==> src/rtl/bdm_pkg.sv <==
package bdm_pkg;
  typedef enum logic [3:0] {
    S_IDLE, S_F0, S_F1, S_F2, S_F3, S_F4,
    S_RX, S_TX_RD, S_TX_CAP, S_TX_SEND,
    S_WB_CNT, S_WB_STAT, S_DONE
  } bdm_state_e;

  typedef enum logic [1:0] {
    WSEL_RXDATA, WSEL_CNTLO, WSEL_STATUS
  } bdm_wsel_e;

  localparam int unsigned DESC_BYTES      = 4;
  localparam int unsigned DESC_KEPT       = DESC_BYTES - 1;
  localparam int unsigned OFF_STATUS      = 0;
  localparam int unsigned OFF_CNTLO       = 1;
  localparam int unsigned OFF_ADRLO       = 2;
  localparam int unsigned OFF_ADRHI       = 3;
  localparam int unsigned STAT_FREEZE_BIT = 4;
  localparam logic        DIR_RX          = 1'b0;
  localparam logic        DIR_TX          = 1'b1;
endpackage

==> src/rtl/bdm_desc_regs.sv <==
module bdm_desc_regs #(
  parameter int unsigned BYTE_W = 8,
  parameter int unsigned NREG   = 3
) (
  input  logic                       clk,
  input  logic                       rst_n,
  input  logic [NREG-1:0]            cap_i,
  input  logic [BYTE_W-1:0]          byte_i,
  output logic [NREG-1:0][BYTE_W-1:0] regs_o
);
  logic [NREG-1:0][BYTE_W-1:0] regs_q;
  logic [NREG-1:0][BYTE_W-1:0] regs_d;

  for (genvar g = 0; g < NREG; g++) begin : g_byte
    always_comb begin
      regs_d[g] = regs_q[g];
      if (cap_i[g]) regs_d[g] = byte_i;
    end

    always_ff @(posedge clk or negedge rst_n) begin
      if (!rst_n) regs_q[g] <= '0;
      else        regs_q[g] <= regs_d[g];
    end
  end

  assign regs_o = regs_q;

  // descriptor bytes are captured one per cycle, never two at once
  a_r2_single_capture: assert property (@(posedge clk) disable iff (!rst_n)
    $onehot0(cap_i));
endmodule

==> src/rtl/bdm_ptr.sv <==
module bdm_ptr #(
  parameter int unsigned ADDR_W = 16,
  parameter int unsigned CNT_W  = 10
) (
  input  logic              clk,
  input  logic              rst_n,
  input  logic              load_i,
  input  logic [ADDR_W-1:0] base_i,
  input  logic [CNT_W-1:0]  limit_i,
  input  logic              freeze_i,
  input  logic              step_i,
  output logic [ADDR_W-1:0] addr_o,
  output logic [CNT_W-1:0]  cnt_o,
  output logic              at_limit_o
);
  logic [ADDR_W-1:0] addr_q, addr_d;
  logic [CNT_W-1:0]  cnt_q, cnt_d, limit_q, limit_d;
  logic              freeze_q, freeze_d;

  always_comb begin
    addr_d   = addr_q;
    cnt_d    = cnt_q;
    limit_d  = limit_q;
    freeze_d = freeze_q;
    if (load_i) begin
      addr_d   = base_i;
      cnt_d    = '0;
      limit_d  = limit_i;
      freeze_d = freeze_i;
    end else if (step_i) begin
      cnt_d = cnt_q + 1'b1;
      if (!freeze_q) addr_d = addr_q + 1'b1;
    end
  end

  always_ff @(posedge clk or negedge rst_n) begin
    if (!rst_n) begin
      addr_q   <= '0;
      cnt_q    <= '0;
      limit_q  <= '0;
      freeze_q <= 1'b0;
    end else begin
      addr_q   <= addr_d;
      cnt_q    <= cnt_d;
      limit_q  <= limit_d;
      freeze_q <= freeze_d;
    end
  end

  assign addr_o     = addr_q;
  assign cnt_o      = cnt_q;
  assign at_limit_o = (cnt_q == limit_q);

  // a frozen pointer does not move when a byte is moved
  a_r6_addr_frozen: assert property (@(posedge clk) disable iff (!rst_n)
    (step_i && !load_i && freeze_q) |=> $stable(addr_q));

  // the controller never steps past the programmed count
  a_r4_cnt_within_limit: assert property (@(posedge clk) disable iff (!rst_n)
    cnt_q <= limit_q);
endmodule

==> src/rtl/bdm_ctrl.sv <==
module bdm_ctrl
  import bdm_pkg::*;
#(
  parameter int unsigned IDX_W = 6
) (
  input  logic                 clk,
  input  logic                 rst_n,
  input  logic                 start_i,
  input  logic [IDX_W-1:0]     idx_i,
  input  logic                 dir_i,
  input  logic                 rx_valid_i,
  input  logic                 rx_last_i,
  input  logic                 tx_ready_i,
  input  logic                 at_limit_i,
  input  logic                 limit_zero_i,
  output logic                 busy_o,
  output logic                 done_o,
  output logic [IDX_W-1:0]     idx_o,
  output logic                 ovf_o,
  output logic [DESC_KEPT-1:0] cap_o,
  output logic                 ptr_load_o,
  output logic                 ptr_step_o,
  output logic                 ram_req_o,
  output logic                 ram_we_o,
  output logic                 use_buf_o,
  output logic [1:0]           tbl_off_o,
  output bdm_wsel_e            wsel_o,
  output logic                 rx_ready_o,
  output logic                 tx_cap_o,
  output logic                 tx_valid_o,
  output logic                 tx_last_o
);
  bdm_state_e       state_q, state_d;
  logic [IDX_W-1:0] idx_q, idx_d;
  logic             dir_q, dir_d;
  logic             ovf_q, ovf_d;

  always_comb begin
    state_d    = state_q;
    idx_d      = idx_q;
    dir_d      = dir_q;
    ovf_d      = ovf_q;
    cap_o      = '0;
    ptr_load_o = 1'b0;
    ptr_step_o = 1'b0;
    ram_req_o  = 1'b0;
    ram_we_o   = 1'b0;
    use_buf_o  = 1'b0;
    tbl_off_o  = 2'd0;
    wsel_o     = WSEL_RXDATA;
    rx_ready_o = 1'b0;
    tx_cap_o   = 1'b0;
    tx_valid_o = 1'b0;
    done_o     = 1'b0;
    unique case (state_q)
      S_IDLE: if (start_i) begin
        state_d = S_F0;
        idx_d   = idx_i;
        dir_d   = dir_i;
        ovf_d   = 1'b0;
      end
      S_F0: begin
        ram_req_o = 1'b1; tbl_off_o = 2'(OFF_STATUS); state_d = S_F1;
      end
      S_F1: begin
        ram_req_o = 1'b1; tbl_off_o = 2'(OFF_CNTLO);
        cap_o[OFF_STATUS] = 1'b1; state_d = S_F2;
      end
      S_F2: begin
        ram_req_o = 1'b1; tbl_off_o = 2'(OFF_ADRLO);
        cap_o[OFF_CNTLO] = 1'b1; state_d = S_F3;
      end
      S_F3: begin
        ram_req_o = 1'b1; tbl_off_o = 2'(OFF_ADRHI);
        cap_o[OFF_ADRLO] = 1'b1; state_d = S_F4;
      end
      S_F4: begin
        ptr_load_o = 1'b1;
        if (dir_q == DIR_RX)   state_d = S_RX;
        else if (limit_zero_i) state_d = S_WB_CNT;
        else                   state_d = S_TX_RD;
      end
      S_RX: begin
        rx_ready_o = 1'b1;
        if (rx_valid_i) begin
          if (!at_limit_i) begin
            ram_req_o  = 1'b1;
            ram_we_o   = 1'b1;
            use_buf_o  = 1'b1;
            ptr_step_o = 1'b1;
          end else begin
            ovf_d = 1'b1;
          end
          if (rx_last_i) state_d = S_WB_CNT;
        end
      end
      S_TX_RD: begin
        ram_req_o = 1'b1; use_buf_o = 1'b1; state_d = S_TX_CAP;
      end
      S_TX_CAP: begin
        tx_cap_o = 1'b1; ptr_step_o = 1'b1; state_d = S_TX_SEND;
      end
      S_TX_SEND: begin
        tx_valid_o = 1'b1;
        if (tx_ready_i) state_d = at_limit_i ? S_WB_CNT : S_TX_RD;
      end
      S_WB_CNT: begin
        ram_req_o = 1'b1; ram_we_o = 1'b1; tbl_off_o = 2'(OFF_CNTLO);
        wsel_o = WSEL_CNTLO; state_d = S_WB_STAT;
      end
      S_WB_STAT: begin
        ram_req_o = 1'b1; ram_we_o = 1'b1; tbl_off_o = 2'(OFF_STATUS);
        wsel_o = WSEL_STATUS; state_d = S_DONE;
      end
      S_DONE: begin
        done_o = 1'b1; state_d = S_IDLE;
      end
      default: state_d = S_IDLE;
    endcase
  end

  always_ff @(posedge clk or negedge rst_n) begin
    if (!rst_n) begin
      state_q <= S_IDLE;
      idx_q   <= '0;
      dir_q   <= DIR_RX;
      ovf_q   <= 1'b0;
    end else begin
      state_q <= state_d;
      idx_q   <= idx_d;
      dir_q   <= dir_d;
      ovf_q   <= ovf_d;
    end
  end

  assign busy_o    = (state_q != S_IDLE);
  assign idx_o     = idx_q;
  assign ovf_o     = ovf_q;
  assign tx_last_o = tx_valid_o && at_limit_i;

  // done is a single pulse followed by idle
  a_r8_done_then_idle: assert property (@(posedge clk) disable iff (!rst_n)
    done_o |=> (!done_o && !busy_o));

  // a start while busy does not restart the fetch
  a_r9_start_ignored: assert property (@(posedge clk) disable iff (!rst_n)
    (busy_o && !done_o && start_i) |=> (state_q != S_F0));

  // transmit transfers never report overflow
  a_r5_no_tx_overflow: assert property (@(posedge clk) disable iff (!rst_n)
    (done_o && dir_q == DIR_TX) |-> !ovf_q);

  // no RAM traffic while idle, writes only with a request
  a_r10_ram_quiet_idle: assert property (@(posedge clk) disable iff (!rst_n)
    (!busy_o |-> !ram_req_o) and (ram_we_o |-> ram_req_o));
endmodule

==> src/rtl/bdesc_mover.sv <==
module bdesc_mover
  import bdm_pkg::*;
#(
  parameter int unsigned IDX_W      = 6,
  parameter int unsigned ADDR_W     = 16,
  parameter int unsigned CNT_W      = 10,
  parameter int unsigned BYTE_W     = 8,
  parameter logic [15:0] TABLE_BASE = 16'h0400
) (
  input  logic              clk,
  input  logic              rst_n,
  input  logic              start_i,
  input  logic [IDX_W-1:0]  start_idx_i,
  input  logic              start_dir_i,
  output logic              busy_o,
  output logic              done_o,
  output logic [CNT_W-1:0]  done_count_o,
  output logic              done_ovf_o,
  output logic              ram_req_o,
  output logic              ram_we_o,
  output logic [ADDR_W-1:0] ram_addr_o,
  output logic [BYTE_W-1:0] ram_wdata_o,
  input  logic [BYTE_W-1:0] ram_rdata_i,
  input  logic              rx_valid_i,
  input  logic [BYTE_W-1:0] rx_data_i,
  input  logic              rx_last_i,
  output logic              rx_ready_o,
  output logic              tx_valid_o,
  output logic [BYTE_W-1:0] tx_data_o,
  output logic              tx_last_o,
  input  logic              tx_ready_i
);
  localparam int unsigned CNT_HI_W = CNT_W - BYTE_W;

  logic [DESC_KEPT-1:0]             cap;
  logic [DESC_KEPT-1:0][BYTE_W-1:0] desc;
  logic                             ptr_load, ptr_step, at_limit, use_buf, tx_cap;
  logic [1:0]                       tbl_off;
  bdm_wsel_e                        wsel;
  logic [IDX_W-1:0]                 idx_q;
  logic [ADDR_W-1:0]                tbl_base, buf_addr;
  logic [CNT_W-1:0]                 limit, cnt;
  logic [BYTE_W-1:0]                tx_data_q, tx_data_d;

  assign limit = {desc[OFF_STATUS][CNT_HI_W-1:0], desc[OFF_CNTLO]};

  bdm_ctrl #(.IDX_W(IDX_W)) u_ctrl (
    .clk, .rst_n,
    .start_i, .idx_i(start_idx_i), .dir_i(start_dir_i),
    .rx_valid_i, .rx_last_i, .tx_ready_i,
    .at_limit_i(at_limit), .limit_zero_i(limit == '0),
    .busy_o, .done_o, .idx_o(idx_q), .ovf_o(done_ovf_o),
    .cap_o(cap), .ptr_load_o(ptr_load), .ptr_step_o(ptr_step),
    .ram_req_o, .ram_we_o, .use_buf_o(use_buf), .tbl_off_o(tbl_off),
    .wsel_o(wsel), .rx_ready_o, .tx_cap_o(tx_cap),
    .tx_valid_o, .tx_last_o
  );

  bdm_desc_regs #(.BYTE_W(BYTE_W), .NREG(DESC_KEPT)) u_desc (
    .clk, .rst_n, .cap_i(cap), .byte_i(ram_rdata_i), .regs_o(desc)
  );

  bdm_ptr #(.ADDR_W(ADDR_W), .CNT_W(CNT_W)) u_ptr (
    .clk, .rst_n,
    .load_i(ptr_load),
    .base_i({ram_rdata_i, desc[OFF_ADRLO]}),
    .limit_i(limit),
    .freeze_i(desc[OFF_STATUS][STAT_FREEZE_BIT]),
    .step_i(ptr_step),
    .addr_o(buf_addr), .cnt_o(cnt), .at_limit_o(at_limit)
  );

  assign tbl_base   = TABLE_BASE + ADDR_W'({idx_q, 2'b00});
  assign ram_addr_o = use_buf ? buf_addr : (tbl_base + ADDR_W'(tbl_off));

  always_comb begin
    unique case (wsel)
      WSEL_CNTLO:  ram_wdata_o = cnt[BYTE_W-1:0];
      WSEL_STATUS: ram_wdata_o = {desc[OFF_STATUS][BYTE_W-1:CNT_HI_W], cnt[CNT_W-1:BYTE_W]};
      default:     ram_wdata_o = rx_data_i;
    endcase
  end

  always_comb begin
    tx_data_d = tx_data_q;
    if (tx_cap) tx_data_d = ram_rdata_i;
  end

  always_ff @(posedge clk or negedge rst_n) begin
    if (!rst_n) tx_data_q <= '0;
    else        tx_data_q <= tx_data_d;
  end

  assign tx_data_o    = tx_data_q;
  assign done_count_o = cnt;

  // a waiting transmit byte is held
  a_r3_tx_hold: assert property (@(posedge clk) disable iff (!rst_n)
    (tx_valid_o && !tx_ready_i) |=> (tx_valid_o && $stable(tx_data_o)));

  // descriptor writes touch only the status and count-low bytes
  a_r7_wb_offsets: assert property (@(posedge clk) disable iff (!rst_n)
    (ram_we_o && !use_buf) |-> (ram_addr_o == tbl_base || ram_addr_o == tbl_base + 1'b1));
endmodule

==> config.mk <==
export PLATFORM = sky130hd
export DESIGN_NAME = bdesc_mover
export DESIGN_NICKNAME = d
export VERILOG_FILES = /design/src/rtl/bdm_pkg.sv /design/src/rtl/bdm_desc_regs.sv /design/src/rtl/bdm_ptr.sv /design/src/rtl/bdm_ctrl.sv /design/src/rtl/bdesc_mover.sv
export SDC_FILE = /design/constraint.sdc
export NUM_CORES = 1
export LEC_CHECK = 0
export BUFFER_PORTS_ARGS = -buffer_cell sky130_fd_sc_hd__buf_2
export CAP_MARGIN = 5
export CORE_UTILIZATION = 55
export CTS_CLUSTER_SIZE = 24
export DETAILED_ROUTE_END_ITERATION = 10
export PLACE_DENSITY_LB_ADDON = 0.25
export SYNTH_ARGS = -nofsm -noshare
export SYNTH_HDL_FRONTEND = slang
export SYNTH_SLANG_ARGS = --single-unit
==> constraint.sdc <==
create_clock -name clk -period 6.8 [get_ports clk]
set_clock_uncertainty 0.05 [all_clocks]
set_input_delay 1.02 -clock clk [delete_from_list [all_inputs] [get_ports clk]]
set_output_delay 1.02 -clock clk [all_outputs]
set_load 0.1 [all_outputs]
==> impl_metrics.yaml, run 1 <==
outcome:
  status: "complete, no violations"
logic_synthesis:
  syn_inst: 446
  synth-async-reset-ratio: 1.00
  ys_ff_latch: 81
  syn-num-nets: 480
  synth_edf_count: 0
  synth_warnings: 0
  synth_seq_area_share: 0.474
  ys_types: 47
  synth.cell_area_um2: 4280
  avgSynthCellArea_um2: 9.59
  synthFlopType: "dfrtp_1"
grt:
  antenna_found_initial: 0
  grt_pass1_wl_um: 17500
  grt_pass1_vias: 3439
  gr-total-overflow: 0
  grt_max_degree: 82
  grt_usage: 0.271
detailed_routing:
  ant_nets: 0
  detail_route.first_pass.iterations: 5
  wl_per_cell_um: 17.1
  drc: 0
  wl_um: 10600
  dr_total_vias: 3617
  avgViaCountPerCell: 5.86
  first_iter_violations: 417
finish:
  nNetsFinal: 547
  drive_above_1_share: 0.276
  syn2layout_area_growth_pct: 14.3
  diodes: 0
clocking:
  cts-buffers-inserted: 9
  insertion_delay_ns: 0.35
  clock-root-buffer: "clkbuf_8"
  post_cts_resized: 0
  tritoncts: "built"
  path_clk_slew_ns: 0.08
  cts.sinks: 81
  cts_setup_buffers: 0
  cts_buffer_depth: 2
  htree_levels: 3
  hold_buffers: 0
min_path:
  hp-class: "reg -> reg"
placed_design:
  port-buffer-count: 78
  dp_slack_ns: 2.88
  globalplace.congestion: 0.912
  dp_hpwl_um: 7410
timing:
  slew-limit-headroom: 0.220
  whs_ns: 0.425
  final_hold_viol_count: 0
  period_needed_ns: 4.25
  finalSetupViolCount: 0
  fmax_ghz: 0.235
  worstMarginPinSlew_ns: 1.16
  worst_slack_ns: 2.55
  grt_setup_unrepaired: "false"
  post-route-period-util: 0.626
  fin_tns_setup_ns: 0
  slew_viol_final: 0
floorplanning:
  core_area_um2: 7370
  ios: 79
  dieArea_um2: 8140
  rows: 31
  die_w_um: 90.2
  die-height_um: 90.2
  start_util: 0.581
critical_path:
  crit_type: "reg -> out"
  cp-start-kind: "register"
  arrival_ns: 3.18
  endpoint_kind: "primary output"
  cp.required_ns: 5.73
  crit_path_max_fanout: 16
job:
  cap_violations: 0
## critical path, cell delays in order (launching register included)
cell,delay (ns)
dfrtp_1,0.54
xor2_1,0.18
nor4_1,0.09
nand3_1,0.26
a21oi_1,0.14
nor3b_2,0.89
mux2_2,0.31
buf_2,0.43
## per-stage QoR
step                      instances  instance area (um2)  utilization
after floorplan                 446                 4280            -
after global placement          601                 4710        0.639
after detailed placement        601                 4710        0.639
after CTS                       617                 4890        0.664
after global routing            617                 4890        0.664
final                           617                 4890        0.664
## Yosys cell counts, types with 2 or more instances
master,number,area (um2)
or4_1,5,37.5
nand4_1,7,43.8
buf_2,3,15.0
nand2b_1,5,31.3
a22oi_1,8,60.1
and2_1,8,50.1
nand2_1,92,345
o21bai_1,2,15.0
o21ai_0,19,95.1
dfrtp_1,81,2030
nor2b_1,2,12.5
and3_1,3,18.8
xor2_1,22,193
and4bb_2,2,25.0
o2bb2ai_1,2,17.5
or3_1,3,18.8
a21o_1,2,15.0
nor3_1,8,40.0
nand3_1,15,75.1
mux2_2,38,428
and4_1,4,35.0
xnor2_1,9,78.8
inv_1,7,26.3
ha_1,5,62.6
nor2_1,26,97.6
nor3_2,2,20.0
a21oi_1,19,95.1
clkbuf_1,18,67.6
a31oi_1,3,18.8
nor4_1,8,50.1
o31ai_1,2,15.0
## state kept, by name, indices dropped and copies added (netlist names)
register,count
u_ptr.limit_q,10
u_ptr.addr_o,16
u_ctrl.ovf_o,1
tx_data_o,8
u_ptr.freeze_q,1
u_ctrl.dir_q,1
u_ctrl.state_q,4
u_ctrl.idx_o,6
u_ptr.cnt_o,10
u_desc.regs_o,24
## per-layer routing
layer / track usage / vias to the layer above / routed length [um]
met2: 0.414 / 134 / 4950
met4: 0.0914 / 0 / 171
met5: 0 / - / 0
met3: 0.0381 / 22 / 566
met1: 0.399 / 1777 / 4860
li1: - / 1684 / -
## cells in the final DEF (no fill, tap or decap), types with 3 or more instances in the layout
master | Yosys | routed
or4_1 | 5 | 5
o21ai_0 | 19 | 19
nor2_1 | 26 | 25
mux2_2 | 38 | 38
buf_4 | 0 | 3
nand2b_1 | 5 | 5
clkbuf_8 | 0 | 10
and3_1 | 3 | 3
or3_1 | 3 | 3
a22oi_1 | 8 | 8
a21oi_1 | 19 | 19
nor3_1 | 8 | 8
ha_1 | 5 | 5
nand4_1 | 7 | 7
nand3_1 | 15 | 15
a31oi_1 | 3 | 3
and2_1 | 8 | 8
nor4_1 | 8 | 8
xnor2_1 | 9 | 9
dfrtp_1 | 81 | 81
xor2_1 | 22 | 22
buf_2 | 3 | 77
nand2_1 | 92 | 92
and4_1 | 4 | 4
inv_1 | 7 | 7
## path summary, 6_finish.rpt
kind	startpoint	cells after the start	to	slack (ns)
worst max-delay path	u_ptr.cnt_o[0]$_DFFE_PN0P_	7	ram_addr_o[4]	2.55
worst min-delay path	tx_data_o[7]$_DFFE_PN0P_	2	tx_data_o[7]$_DFFE_PN0P_	0.43
worst max register to register	u_ctrl.state_q[1]$_DFFE_PN0P_	6	u_ptr.addr_o[5]$_DFFE_PN0P_	3.56
worst min register to register	tx_data_o[7]$_DFFE_PN0P_	2	tx_data_o[7]$_DFFE_PN0P_	0.43
max in group asynchronous	rst_n	1	u_ctrl.state_q[2]$_DFFE_PN0P_	5.29
min in group asynchronous	rst_n	1	u_ptr.cnt_o[9]$_DFFE_PN0P_	0.76
## cell families after synthesis
logic type               share of synthesized area
AND/OR/NAND/NOR                              0.227
flip-flops                                   0.474
AO/OA/AOI/OAI                               0.0906
multiplexers                                 0.100
XOR/XNOR                                    0.0635
buffers and inverters                       0.0301
adder cells (fa/ha/maj)                     0.0146
## layout make-up
cell class                      count  area, um2
Timing Repair Buffer               80        408
Tap cell                           99        124
Multi-Input combinational cell    334       2130
Inverter                            7       26.3
Fill cell                         622       2480
Clock inverter                      6       42.5
Clock buffer                       10        138
Sequential cell                    81       2030
Power of run 1 is not shown: default switching activity piles up to over one toggle a cycle in this logic, so the estimate is an artifact.
==> inputs of run 2 (changes only) <==
- ABC_AREA: not set -> 1
- clock period: 6.8 -> 4.2 ns (I/O delays scaled with it)
==> run 2 against run 1 <==
Compared with the run above:
- critical path depth increased by 2
- final cell count increased by 36%
- die area increased by 7.4%
- highest routed layer unchanged
==> impl_metrics.yaml, run 2 <==
logic_synthesis:
  syn-num-nets: 696
  synth_edf_count: 0
  yosys-top-cells-count: "nand2_1 (263), dfrtp_1 (81), nor2_1 (66)"
  synth.cell_area_um2: 4600
  yosys.area.top_type: "dfrtp_1"
  synth_seq_area_share: 0.440
  ys_types: 34
  synth_most_common_cell: "nand2_1"
  syn_inst: 662
  avgSynthCellArea_um2: 6.95
  synthTopCellsByArea: "dfrtp_1 (44%), nand2_1 (21%), o21ai_0 (6.5%), nor2_1 (5.4%), nand3_1 (5.1%)"
  synth-async-reset-ratio: 1.00
  ys_ff_latch: 81
  yosysTopAreaCellShare: 0.440
  synthFlopType: "dfrtp_1"
  synth_warnings: 0
critical_path:
  endpoint_kind: "primary output"
  crit_slowest_cell: "ha_1"
  reg2reg_to: "u_ptr.addr_o[0]$_DFFE_PN0P_"
  max_stage_delay_ns: 0.60
  cp.required_ns: 3.52
  arrival_ns: 2.65
  reg2reg_depth: 9
  crit_path_max_fanout: 16
  crit_chain: "inv_1, nor2_1, inv_1, nor2_1, inv_1, ha_1, nor2_1, a31oi_1, buf_2"
  cp-start-kind: "register"
  r2r_setup_slack_ns: 1.60
  crit_type: "reg -> out"
  reg2reg_from: "u_ctrl.state_q[2]$_DFFE_PN0P_"
grt:
  grt_pass1_wl_um: 19800
  grt_usage: 0.297
  grt_pass1_vias: 4096
  grt_use_met3: 0.0431
  antenna_found_initial: 0
  grtUsageMet2: 0.458
  met1_usage: 0.424
  gr-total-overflow: 0
  grt-busiest-layer: "met2"
  grt_max_degree: 82
finish:
  syn2layout_area_growth_pct: 13.4
  final_common_cell: "nand2_1"
  nFillCells: 745
  nNetsFinal: 765
  mostFrequentLayoutCells: "nand2_1 (263), dfrtp_1 (81), buf_2 (77)"
  diodes: 0
  largest_reg_flops: 24
  drive_above_1_share: 0.152
clocking:
  clock-root-buffer: "clkbuf_8"
  htree_levels: 3
  cts_buffer_depth: 2
  hold_buffers: 0
  post_cts_resized: 0
  cts-buffers-inserted: 9
  cts_setup_buffers: 0
  insertion_delay_ns: 0.37
  cts.sinks: 81
  path_clk_slew_ns: 0.09
  tritoncts: "built"
detailed_routing:
  avgViaCountPerCell: 5.39
  wl_per_cell_um: 14.3
  drc: 0
  wl_um: 12000
  detail_route.first_pass.iterations: 5
  first_iter_violations: 325
  ant_nets: 0
  dr_total_vias: 4532
power:
  peakVddDrop_uv: 979
  power.density_nw_per_um2: 816
  p_leak_nw: 2.75
timing:
  worstMarginPinSlew_ns: 1.02
  finalSetupViolCount: 0
  period_needed_ns: 3.33
  final_hold_viol_count: 0
  fin_tns_setup_ns: 0
  grt_setup_unrepaired: "false"
  post-route-period-util: 0.793
  slew_viol_final: 0
  fmax_ghz: 0.300
  whs_ns: 0.365
  slew-limit-headroom: 0.321
floorplanning:
  die_w_um: 93.5
  core_area_um2: 8180
  ios: 79
  start_util: 0.563
  dieArea_um2: 8740
  rows: 33
  die-height_um: 93.5
placed_design:
  port-buffer-count: 78
  globalplace.congestion: 0.911
  dp_hpwl_um: 8660
min_path:
  hp-class: "in -> async"
outcome:
  status: "complete, no violations"
job:
  cap_violations: 0
## run 2: cell types whose count changed after synthesis, moves of 6 or more
| cell | change |
|---|---|
| xnor2_1 | -7 |
| inv_1 | +54 |
| a22oi_1 | -8 |
| clkbuf_1 | -8 |
| inv_2 | +6 |
| a21oi_1 | -18 |
| nor4_1 | -8 |
| xor2_1 | -13 |
| o21ai_0 | +41 |
| mux2_2 | -38 |
| and2_1 | -7 |
| nand2_1 | +171 |
| nand3_1 | +32 |
| nor2_1 | +40 |
## run 2: worst max path at each step
| stage | startpoint | endpoint | slack [ns] | cells after the start |
|---|---|---|---|---|
| after floorplan | u_ptr.cnt_o[6]$_DFFE_PN0P_ | ram_addr_o[11] | 0.31 | 9 |
| after global placement | u_ptr.cnt_o[2]$_DFFE_PN0P_ | ram_addr_o[2] | 1.39 | 11 |
| after detailed placement | u_ctrl.state_q[1]$_DFFE_PN0P_ | ram_wdata_o[3] | 1.29 | 9 |
| after CTS | u_ctrl.state_q[1]$_DFFE_PN0P_ | ram_wdata_o[3] | 0.88 | 9 |
| after global routing | u_ctrl.state_q[1]$_DFFE_PN0P_ | ram_wdata_o[7] | 0.63 | 9 |
| final | u_ctrl.state_q[1]$_DFFE_PN0P_ | ram_wdata_o[3] | 0.87 | 9 |
## run 2: cell families (layout without fill, tap and decap cells)
group           count (synthesis)  in the layout  synth area share
buf+inv                        90            164            0.0815
flops                          81             81             0.440
xor+xnor                       11             11            0.0209
simple gates                  398            398             0.353
fa+ha+maj                       5              5            0.0136
compound gates                 77             77            0.0902
## run 2: critical path: cells and delay by family, from the launching register on
family                     cells  cell delay (ns)
adders and majority gates      1             0.60
AOI/OAI and AO/OA              1             0.16
DFF                            1             0.41
and+or+nand+nor                3             0.41
buffers and inverters          4             0.69
## run 2: metal layers
| layer | share of wire | vias to the layer above |
|---|---|---|
| met5 | 0 | - |
| li1 | - | 2218 |
| met3 | 0.072 | 17 |
| met1 | 0.46 | 2110 |
| met4 | 0.018 | 0 |
| met2 | 0.45 | 187 |
## run 2: report_power, final
| group | switching, mW | leakage, nW | internal (mW) |
|---|---|---|---|
| Clock | 0.303 | 0.0847 | 0.276 |
| Combinational | 1.86 | 1.63 | 0.465 |
| Sequential | 0.262 | 1.04 | 1.10 |
## run 2: area by class of cell
cell class,count,area [um2],share of cell area
multi-input combinational,491,2200,0.422
sequential,81,2030,0.388
timing repair buffer,80,408,0.0781
inverter,68,258,0.0494
tap,105,131,0.0252
clock buffer,10,128,0.0244
clock inverter,6,68.8,0.0132
## run 2: metrics by stage
step / total power [mW] / cell area [um2] / util / std cells / setup WS [ns]
floorplan: 3.26 / 4600 / - / 662 / 0.309
global placement: 3.62 / 5020 / 0.615 / 825 / 1.39
detailed placement: 3.68 / 5020 / 0.615 / 825 / 1.29
CTS: 4.26 / 5220 / 0.639 / 841 / 0.884
global route: 4.54 / 5220 / 0.639 / 841 / 0.628
finish: 4.26 / 5220 / 0.639 / 841 / 0.871
(Power assumes the default switching activity.)
==> inputs of run 3 (changes only) <==
- clock period: 4.2 -> 3.1 ns (I/O delays scaled with it)
==> run 3 against run 2 <==
Compared with the run above:
- global-route usage fell by 1.2 points
- power rose by 37%
- count of clock-buffer cells in the layout rose by 1
- first-iteration DRC count rose by 14%
- largest power group unchanged
- clock power rose by 31%
- largest cell class unchanged
- die area did not move
- utilization rose by 1.5 points
- sequential power rose by 35%
==> impl_metrics.yaml, run 3 (same netlist as run 2, synthesis figures left out) <==
timing:
  slew-limit-headroom: 0.314
  worstMarginPinSlew_ns: 1.03
  period_needed_ns: 3.02
  fmax_ghz: 0.332
  slew_viol_final: 0
  worst_slack_ns: 0.0844
  post-route-period-util: 0.973
  final_hold_viol_count: 0
  finalSetupViolCount: 0
critical_path:
  crit_type: "reg -> out"
  crit_slowest_cell: "ha_2"
  cp_num_buf_inv: 4
  crit_path_max_fanout: 16
  endpoint_kind: "primary output"
  max_stage_delay_ns: 0.54
  critPathTopFamily: "buffers and inverters"
  crit_chain: "inv_1, nor2_1, inv_1, nor2_1, inv_1, ha_2, nor2_1, a31oi_1, clkbuf_4"
  cp.required_ns: 2.58
  cp-start-kind: "register"
  arrival_ns: 2.50
detailed_routing:
  ant_nets: 0
  detail_route.first_pass.iterations: 5
  wl_per_cell_um: 14.2
  wl_um: 12000
  drc: 0
  first_iter_violations: 369
  dr_total_vias: 4498
  avgViaCountPerCell: 5.34
clocking:
  hold_buffers: 0
  cts_buffer_depth: 2
  cts.sinks: 81
  insertion_delay_ns: 0.35
  htree_levels: 3
  tritoncts: "built"
  cts-buffers-inserted: 9
  path_clk_slew_ns: 0.09
  clock-root-buffer: "clkbuf_8"
finish:
  largest_reg_flops: 24
  stdcell_area_um2: 5340
  nNetsFinal: 767
  nFillCells: 752
  diodes: 0
  syn2layout_area_growth_pct: 16.1
  mostFrequentLayoutCells: "nand2_1 (260), dfrtp_1 (71), buf_2 (63)"
  final_common_cell: "nand2_1"
  drive_above_1_share: 0.184
floorplanning:
  core_area_um2: 8180
  die-height_um: 93.5
  ios: 79
  rows: 33
  die_w_um: 93.5
  dieArea_um2: 8740
  start_util: 0.563
power:
  p_int_mw: 2.54
  power.density_nw_per_um2: 1090
  swShare: 0.565
  p_leak_nw: 2.77
  peakVddDrop_uv: 965
  p_seq_frac: 0.315
  combPwrFrac: 0.555
  p_switching_mw: 3.30
  p_clk_frac: 0.130
grt:
  antenna_found_initial: 0
  gr-total-overflow: 0
  grt_pass1_vias: 3993
  grt_usage: 0.285
  grt_pass1_wl_um: 19100
  grt_max_degree: 82
placed_design:
  port-buffer-count: 78
  dp_slack_ns: 0.313
  globalplace.congestion: 0.885
  dp_hpwl_um: 8710
  placed_cell_area_um2: 5110
job:
  cap_violations: 0
min_path:
  hp-class: "in -> async"
outcome:
  status: "complete, no violations"
run 3: cell count changes in the layout (fill, tap and decap cells not counted), moves of 4 or more:
cell,change
buf_2,-14
clkbuf_4,+14
clkinvlp_4,-4
dfrtp_1,-10
dfrtp_2,+10
nor2_1,-7
nor2_4,+6
run 3: repair_timing:
action / 4_1_cts / 5_1_grt
pin swaps: 0 / 1
setup endpoints to repair: 8 / 16
gates resized for setup: 1 / 14
buffers inserted: 0 / 1
run 3: layout make-up:
cell class | instances | area, um2 | area share
Multi-Input combinational cell | 491 | 2270 | 0.425
Sequential cell | 81 | 2040 | 0.382
Timing Repair Buffer | 82 | 458 | 0.0857
Inverter | 68 | 258 | 0.0482
Clock buffer | 11 | 131 | 0.0246
Tap cell | 105 | 131 | 0.0246
Clock inverter | 5 | 53.8 | 0.0101
run 3: path summary, 6_finish.rpt:
path / startpoint / to / slack [ns] / depth (start not counted)
max: u_ctrl.state_q[1]$_DFFE_PN0P_ / ram_wdata_o[0] / 0.08 / 9
min: rst_n / u_ptr.cnt_o[3]$_DFFE_PN0P_ / 0.24 / 1
max reg2reg: u_ctrl.state_q[2]$_DFFE_PN0P_ / u_ptr.addr_o[1]$_DFFE_PN0P_ / 0.88 / 11
min reg2reg: u_desc.regs_o[8]$_DFFE_PN0P_ / u_ptr.limit_q[0]$_DFFE_PN0P_ / 0.44 / 2
max in group asynchronous: rst_n / u_ptr.cnt_o[0]$_DFFE_PN0P_ / 2.05 / 1
min in group clk: start_idx_i[3] / u_ctrl.idx_o[3]$_DFFE_PN0P_ / 0.26 / 3
run 3: per-layer routing:
metal | wire length, um | part of all wire | vias up | GRT usage
li1 | - | - | 2209 | -
met1 | 5560 | 0.46 | 2106 | 0.415
met2 | 5530 | 0.46 | 168 | 0.447
met3 | 717 | 0.060 | 15 | 0.0366
met4 | 166 | 0.014 | 0 | 0.0833
met5 | 0 | 0 | - | 0
run 3: power by group through the flow:
| stage | sequential (mW) | combinational, mW | clock, mW |
|---|---|---|---|
| 6_report | 1.84 | 3.24 | 0.759 |
| 2_1_floorplan | 2.30 | 2.16 | 0 |
| 4_1_cts | 1.83 | 3.21 | 0.769 |
| 3_3_place_gp | 1.83 | 3.15 | 0 |
| 3_5_place_dp | 1.85 | 3.19 | 0 |
| 5_1_grt | 1.89 | 3.51 | 0.810 |
run 3: metrics by stage:
stage / util / TNS (ns) / hold WS [ns] / std cells / power (mW)
after floorplan: - / -2.95 / 0.119 / 662 / 4.46
after global placement: 0.625 / 0 / 0.413 / 826 / 4.97
after detailed placement: 0.625 / 0 / 0.418 / 826 / 5.04
after CTS: 0.648 / 0 / 0.249 / 842 / 5.80
after global routing: 0.654 / -0.0256 / 0.246 / 843 / 6.21
final: 0.654 / 0 / 0.237 / 843 / 5.84
